### src/rtl/vec_intc_pkg.sv
package vec_intc_pkg;

  localparam int REG_AW = 3;

  typedef enum logic [REG_AW-1:0] {
    ADDR_ENABLE = 3'd0,
    ADDR_RAW    = 3'd1,
    ADDR_STATUS = 3'd2,
    ADDR_POL    = 3'd3,
    ADDR_TRIG   = 3'd4,
    ADDR_FAST   = 3'd5
  } regAddr_e;

  typedef struct packed {
    logic wrEnable;
    logic wrAck;
    logic wrPol;
    logic wrTrig;
    logic wrFast;
  } regStrobe_t;

endpackage

### src/rtl/vec_intc_ctrl.sv
module vec_intc_ctrl
  import vec_intc_pkg::*;
#(
  parameter int NUM_SRC = 32
) (
  input  logic               busSel,
  input  logic               busWr,
  input  logic [REG_AW-1:0]  busAddr,
  input  logic [NUM_SRC-1:0] maskReg,
  input  logic [NUM_SRC-1:0] rawBits,
  input  logic [NUM_SRC-1:0] polReg,
  input  logic [NUM_SRC-1:0] typeReg,
  input  logic [NUM_SRC-1:0] fiqReg,
  output regStrobe_t         strobe,
  output logic [NUM_SRC-1:0] rdata
);

  logic doWrite;
  logic doRead;

  assign doWrite = busSel & busWr;
  assign doRead  = busSel & ~busWr;

  always_comb begin
    strobe = '0;
    if (doWrite) begin
      case (busAddr)
        ADDR_ENABLE: strobe.wrEnable = 1'b1;
        ADDR_RAW:    strobe.wrAck    = 1'b1;
        ADDR_POL:    strobe.wrPol    = 1'b1;
        ADDR_TRIG:   strobe.wrTrig   = 1'b1;
        ADDR_FAST:   strobe.wrFast   = 1'b1;
        default:     strobe          = '0;
      endcase
    end
  end

  always_comb begin
    rdata = '0;
    if (doRead) begin
      case (busAddr)
        ADDR_ENABLE: rdata = maskReg;
        ADDR_RAW:    rdata = rawBits;
        ADDR_STATUS: rdata = rawBits & maskReg;
        ADDR_POL:    rdata = polReg;
        ADDR_TRIG:   rdata = typeReg;
        ADDR_FAST:   rdata = fiqReg;
        default:     rdata = '0;
      endcase
    end
  end

endmodule

### src/rtl/vec_intc_dp.sv
module vec_intc_dp
  import vec_intc_pkg::*;
#(
  parameter int NUM_SRC     = 32,
  parameter int SYNC_STAGES = 2
) (
  input  logic               clk,
  input  logic               rst_n,
  input  logic [NUM_SRC-1:0] srcIn,
  input  regStrobe_t         strobe,
  input  logic [NUM_SRC-1:0] wdata,
  output logic [NUM_SRC-1:0] maskReg,
  output logic [NUM_SRC-1:0] polReg,
  output logic [NUM_SRC-1:0] typeReg,
  output logic [NUM_SRC-1:0] fiqReg,
  output logic [NUM_SRC-1:0] rawBits,
  output logic               irqOut,
  output logic               fiqOut
);

  localparam int LAST_STAGE = SYNC_STAGES - 1;

  logic [SYNC_STAGES-1:0][NUM_SRC-1:0] syncQ;
  logic [NUM_SRC-1:0] syncd;
  logic [NUM_SRC-1:0] prevSync;
  logic [NUM_SRC-1:0] edgeHit;
  logic [NUM_SRC-1:0] levelAct;
  logic [NUM_SRC-1:0] edgeLatch;
  logic [NUM_SRC-1:0] ackMask;
  logic [NUM_SRC-1:0] pending;

  // configuration registers
  always_ff @(posedge clk or negedge rst_n) begin
    if (!rst_n) begin
      maskReg <= '0;
      polReg  <= '0;
      typeReg <= '0;
      fiqReg  <= '0;
    end else begin
      if (strobe.wrEnable) maskReg <= wdata;
      if (strobe.wrPol)    polReg  <= wdata;
      if (strobe.wrTrig)   typeReg <= wdata;
      if (strobe.wrFast)   fiqReg  <= wdata;
    end
  end

  // input synchroniser and previous-value register for edge detection
  always_ff @(posedge clk or negedge rst_n) begin
    if (!rst_n) begin
      syncQ    <= '0;
      prevSync <= '0;
    end else begin
      syncQ    <= {syncQ[SYNC_STAGES-2:0], srcIn};
      prevSync <= syncd;
    end
  end

  assign syncd = syncQ[LAST_STAGE];

  // per-source trigger qualification
  for (genvar i = 0; i < NUM_SRC; i++) begin : g_src
    logic riseSeen;
    logic fallSeen;
    assign riseSeen    = syncd[i] & ~prevSync[i];
    assign fallSeen    = ~syncd[i] & prevSync[i];
    assign edgeHit[i]  = polReg[i] ? riseSeen : fallSeen;
    assign levelAct[i] = ~(syncd[i] ^ polReg[i]);
    assign rawBits[i]  = typeReg[i] ? edgeLatch[i] : levelAct[i];
  end

  assign ackMask = strobe.wrAck ? wdata : '0;

  // sticky edge events: a new edge overrides a same-cycle acknowledge
  always_ff @(posedge clk or negedge rst_n) begin
    if (!rst_n) begin
      edgeLatch <= '0;
    end else begin
      edgeLatch <= typeReg & (edgeHit | (edgeLatch & ~ackMask));
    end
  end

  assign pending = rawBits & maskReg;
  assign irqOut  = |(pending & ~fiqReg);
  assign fiqOut  = |(pending & fiqReg);

endmodule

### src/rtl/vec_intc.sv
module vec_intc
  import vec_intc_pkg::*;
#(
  parameter int NUM_SRC     = 32,
  parameter int SYNC_STAGES = 2
) (
  input  logic               clk,
  input  logic               rst_n,
  input  logic [NUM_SRC-1:0] srcIn,
  input  logic               busSel,
  input  logic               busWr,
  input  logic [REG_AW-1:0]  busAddr,
  input  logic [NUM_SRC-1:0] busWdata,
  output logic [NUM_SRC-1:0] busRdata,
  output logic               irqOut,
  output logic               fiqOut
);

  regStrobe_t         strobe;
  logic [NUM_SRC-1:0] maskReg;
  logic [NUM_SRC-1:0] polReg;
  logic [NUM_SRC-1:0] typeReg;
  logic [NUM_SRC-1:0] fiqReg;
  logic [NUM_SRC-1:0] rawBits;

  vec_intc_ctrl #(.NUM_SRC(NUM_SRC)) u_ctrl (
    .busSel  (busSel),
    .busWr   (busWr),
    .busAddr (busAddr),
    .maskReg (maskReg),
    .rawBits (rawBits),
    .polReg  (polReg),
    .typeReg (typeReg),
    .fiqReg  (fiqReg),
    .strobe  (strobe),
    .rdata   (busRdata)
  );

  vec_intc_dp #(.NUM_SRC(NUM_SRC), .SYNC_STAGES(SYNC_STAGES)) u_dp (
    .clk     (clk),
    .rst_n   (rst_n),
    .srcIn   (srcIn),
    .strobe  (strobe),
    .wdata   (busWdata),
    .maskReg (maskReg),
    .polReg  (polReg),
    .typeReg (typeReg),
    .fiqReg  (fiqReg),
    .rawBits (rawBits),
    .irqOut  (irqOut),
    .fiqOut  (fiqOut)
  );

endmodule

### config.mk
export PLATFORM = sky130hd
export DESIGN_NAME = vec_intc
export DESIGN_NICKNAME = d
export VERILOG_FILES = /design/src/rtl/vec_intc_pkg.sv /design/src/rtl/vec_intc_ctrl.sv /design/src/rtl/vec_intc_dp.sv /design/src/rtl/vec_intc.sv
export SDC_FILE = /design/constraint.sdc
export NUM_CORES = 1
export LEC_CHECK = 0
export ABC_AREA = 1
export ABC_CLOCK_PERIOD_IN_PS = 1800
export BUFFER_PORTS_ARGS = -buffer_cell sky130_fd_sc_hd__clkbuf_2
export CAP_MARGIN = 10
export CELL_PAD_IN_SITES_DETAIL_PLACEMENT = 2
export CELL_PAD_IN_SITES_GLOBAL_PLACEMENT = 2
export CORE_MARGIN = 2
export CORE_UTILIZATION = 33
export DETAILED_ROUTE_END_ITERATION = 10
export MAX_ROUTING_LAYER = met4
export PLACE_DENSITY_LB_ADDON = 0.1
export SETUP_SLACK_MARGIN = 0.2
export SYNTH_ARGS = -nofsm -noshare
export SYNTH_HDL_FRONTEND = slang
export SYNTH_SLANG_ARGS = --single-unit
export TNS_END_PERCENT = 1
### constraint.sdc
create_clock -name clk -period 1.8 [get_ports clk]
set_input_delay 0.27 -clock clk [delete_from_list [all_inputs] [get_ports clk]]
set_output_delay 0.27 -clock clk [all_outputs]
set_load 0.02 [all_outputs]
==> run metrics <==
Worst Tran Pin Value=roughly 0.37 ns; Antenna Violating Nets Remaining=0; Max rail drop VDD=between 0.7 and 0.8 mV; worst hold slack=~0.17 ns; n_diodes=0; final net count=1751; CP Cell Sequence=nand2_1, nand3_1, nand4_1, nand2_2, nor2_4, nand2_2, nor2_2, nand2_2, clkbuf_8; Final Setup Violations=34; fin. max-slew vios=0; Mapped Cells=1413; MaxCap Viol Count=0; Top Family by Delay on Critical Path=simple AND/OR/NAND/NOR gates; Crit path top cell by count=nand2_2; clk_lat worst skew=around 0.59 ns; layout cells sized above 1=0.265; Synth cell types=22; Layout area overhead=37.6%; Post-Route WL=~43000 um; clock root cell=clkbuf_16; Worst Setup Start Kind=register; global-route wire length before repair=68700 um; xor/xnor share of the synthesized area=0; Placer Congestion=0.799; DRC=0; Finished Core Util=0.463; Worst Slack Setup Final=-0.537 ns; Post-Synth Adder-Cell Area=0; Overall Power=approximately 18 mW; failing checks=setup timing; Die ar.=about 37000 sq um; worst path required time=between 1.5 and 2 ns; largest family of logic cells by synthesized area=simple AND/OR/NAND/NOR gates; largest cells by area after synthesis=dfrtp_1 55%, nand2_1 10%, o21ai_0 6.9%; PwrDens=between 1000 and 1500 nW/um^2; Pleak=approximately 8 nW; mux cell area share after synthesis=0.00385; Slew Limit Headroom=0.751; CP peak stage delay=roughly 0.43 ns; drt pass-1 iters=4; post-synth top area cell=dfrtp_1; initial antenna violation count=0; DP Area=between 10000 and 15000 sq um; half-perimeter wire length after placement=roughly 29000 um; worst min path class=in -> async; Fin. Hold Viols=0; vias in the first global route=12300; clock sink count=about 260; status=complete, but fails checks; clk buf depth=3; fillers=~3800; Yosys Warn Count=0; fin crit share=1.30; clock skew=~0.027 ns; Port Buf Inserts=~100; RSZ-0062 raised after global routing=true; Finished Layout Cells=roughly 2200; H-tree levels=1; GRT Total Usage=0.248; commonest non-fill, non-tap cell in the layout=nand2_1; Buf/Inv on CP=1; I/O pin cnt=roughly 110; routed vias/inst=~5; DR iter-0 viols=~430; Seq/Total Area, Yosys=0.548; Post-Syn Nets=1484; Num CTS Buffers=31; height of the chip=192 um; pin count of the biggest net entering global routing=slightly below 70; Core Area=around 35000 sq um; via count=around 11000; final instance area=between 15000 and 20000 sq um; average routed wire per standard cell=20.1 um; worst path arrival time=2.07 ns; Placed Cells=around 2000; f_max=roughly 430 MHz; post-synthesis simple-gate area fraction=0.237; total gr overflow=0; CP max FO=4; Yosys reg bits=roughly 260; compound-cell area share of the yosys netlist=0.129; top-area cell type share of the netlist area=0.548; Synth Cell Area=around 12000 sq um; CTS clk-pin slew, worst paths=~0.060 ns; Die Wd=between 150 and 200 um; most frequent cells in the layout=280 x nand2_1, 254 x dfrtp_1, 176 x inv_1, 160 x o21ai_0, 97 x buf_4; CTS tree=built; initial core utilization=0.337; Rows=68; Crit-path slowest cell=dfrtp_1; min Tclk post-route=2.34 ns; critical path class=reg -> out; Crit. End Element=output pin; Syn Area/Cell=roughly 8.3 sq um
-- kinds of logic after synthesis --
kind of cell | count (synthesis)
DFF | 256
AOI/OAI and AO/OA | 291
muxes | 4
buffers and inverters | 249
and+or+nand+nor | 613
-- power by group --
| group | internal (mW) | leakage (nW) | switching, mW | total [mW] |
|---|---|---|---|---|
| logic | 1.93 | 4.27 | 2.55 | 4.47 |
| registers | 6.57 | 3.15 | 0.676 | 7.25 |
| clock network | 4.12 | 0.536 | 2.61 | 6.72 |
-- through the flow --
step / setup WS, ns / setup TNS [ns]
5_1_grt: -0.655 / -16.84
3_3_place_gp: -0.169 / -1.16
4_1_cts: -0.623 / -14.88
3_5_place_dp: -0.202 / -3.00
6_report: -0.537 / -12.66
2_1_floorplan: 0.196 / 0
-- cell usage after synthesis (all sizes together) --
library cell  count
a21boi            4
a21oi            92
and2             25
buf              16
clkbuf           33
dfrtp           256
inv             200
mux2              4
nand2           325
nand3            60
nand4            93
nor2             75
nor3              4
o21ai           163
o221ai            1
o22ai            31
or2              31
-- final timing paths --
kind,slack (ns),cells after the start,from,to
max,-0.54,9,u_dp.polReg[1],irqOut
min,0.17,2,rst_n,u_dp.polReg[2]
max reg2reg,0.74,4,u_dp.polReg[30],u_dp.edgeLatch[30]
min reg2reg,0.35,0,u_dp.syncQ[30],u_dp.syncd[30]
max in group asynchronous,0.93,3,rst_n,u_dp.syncd[14]
min in group clk,0.33,2,srcIn[20],u_dp.syncQ[20]
-- registers in the layout (all words and copies together), names as in the netlist --
name	cells
u_dp.edgeLatch	32
u_dp.fiqReg	32
u_dp.maskReg	32
u_dp.polReg	32
u_dp.prevSync	32
u_dp.syncQ	32
u_dp.syncd	32
u_dp.typeReg	32
-- metal layers --
layer  up-vias  global-route usage  routed length, um  part of all wire
li1       5168                   -                  -                 -
met1      5640               0.306              19300              0.44
met2       147               0.434              22000              0.51
met3        65              0.0367               1330             0.031
met4         0              0.0458                876             0.020
met5         -                   -                  0                 0
-- timing repair --
item / 4_1_cts / 5_1_grt
setup buffers: 3 / 21
setup endpoints to repair: 34 / 34
endpoints found under the hold margin: 328 / 0
gates resized for setup: 111 / 110
pin swaps: 40 / 37
hold buffers: 65 / 0
-- final cells by class --
type | count | area (sq um) | area share
multi-input cells | 908 | 4840 | 0.301
clock inverters | 14 | 201 | 0.0125
well taps | 455 | 569 | 0.0354
clock buffers | 44 | 885 | 0.0550
repair buffers | 283 | 2430 | 0.151
flip-flops and latches | 256 | 6410 | 0.398
inverters | 200 | 751 | 0.0467
(Power assumes the default switching activity.)
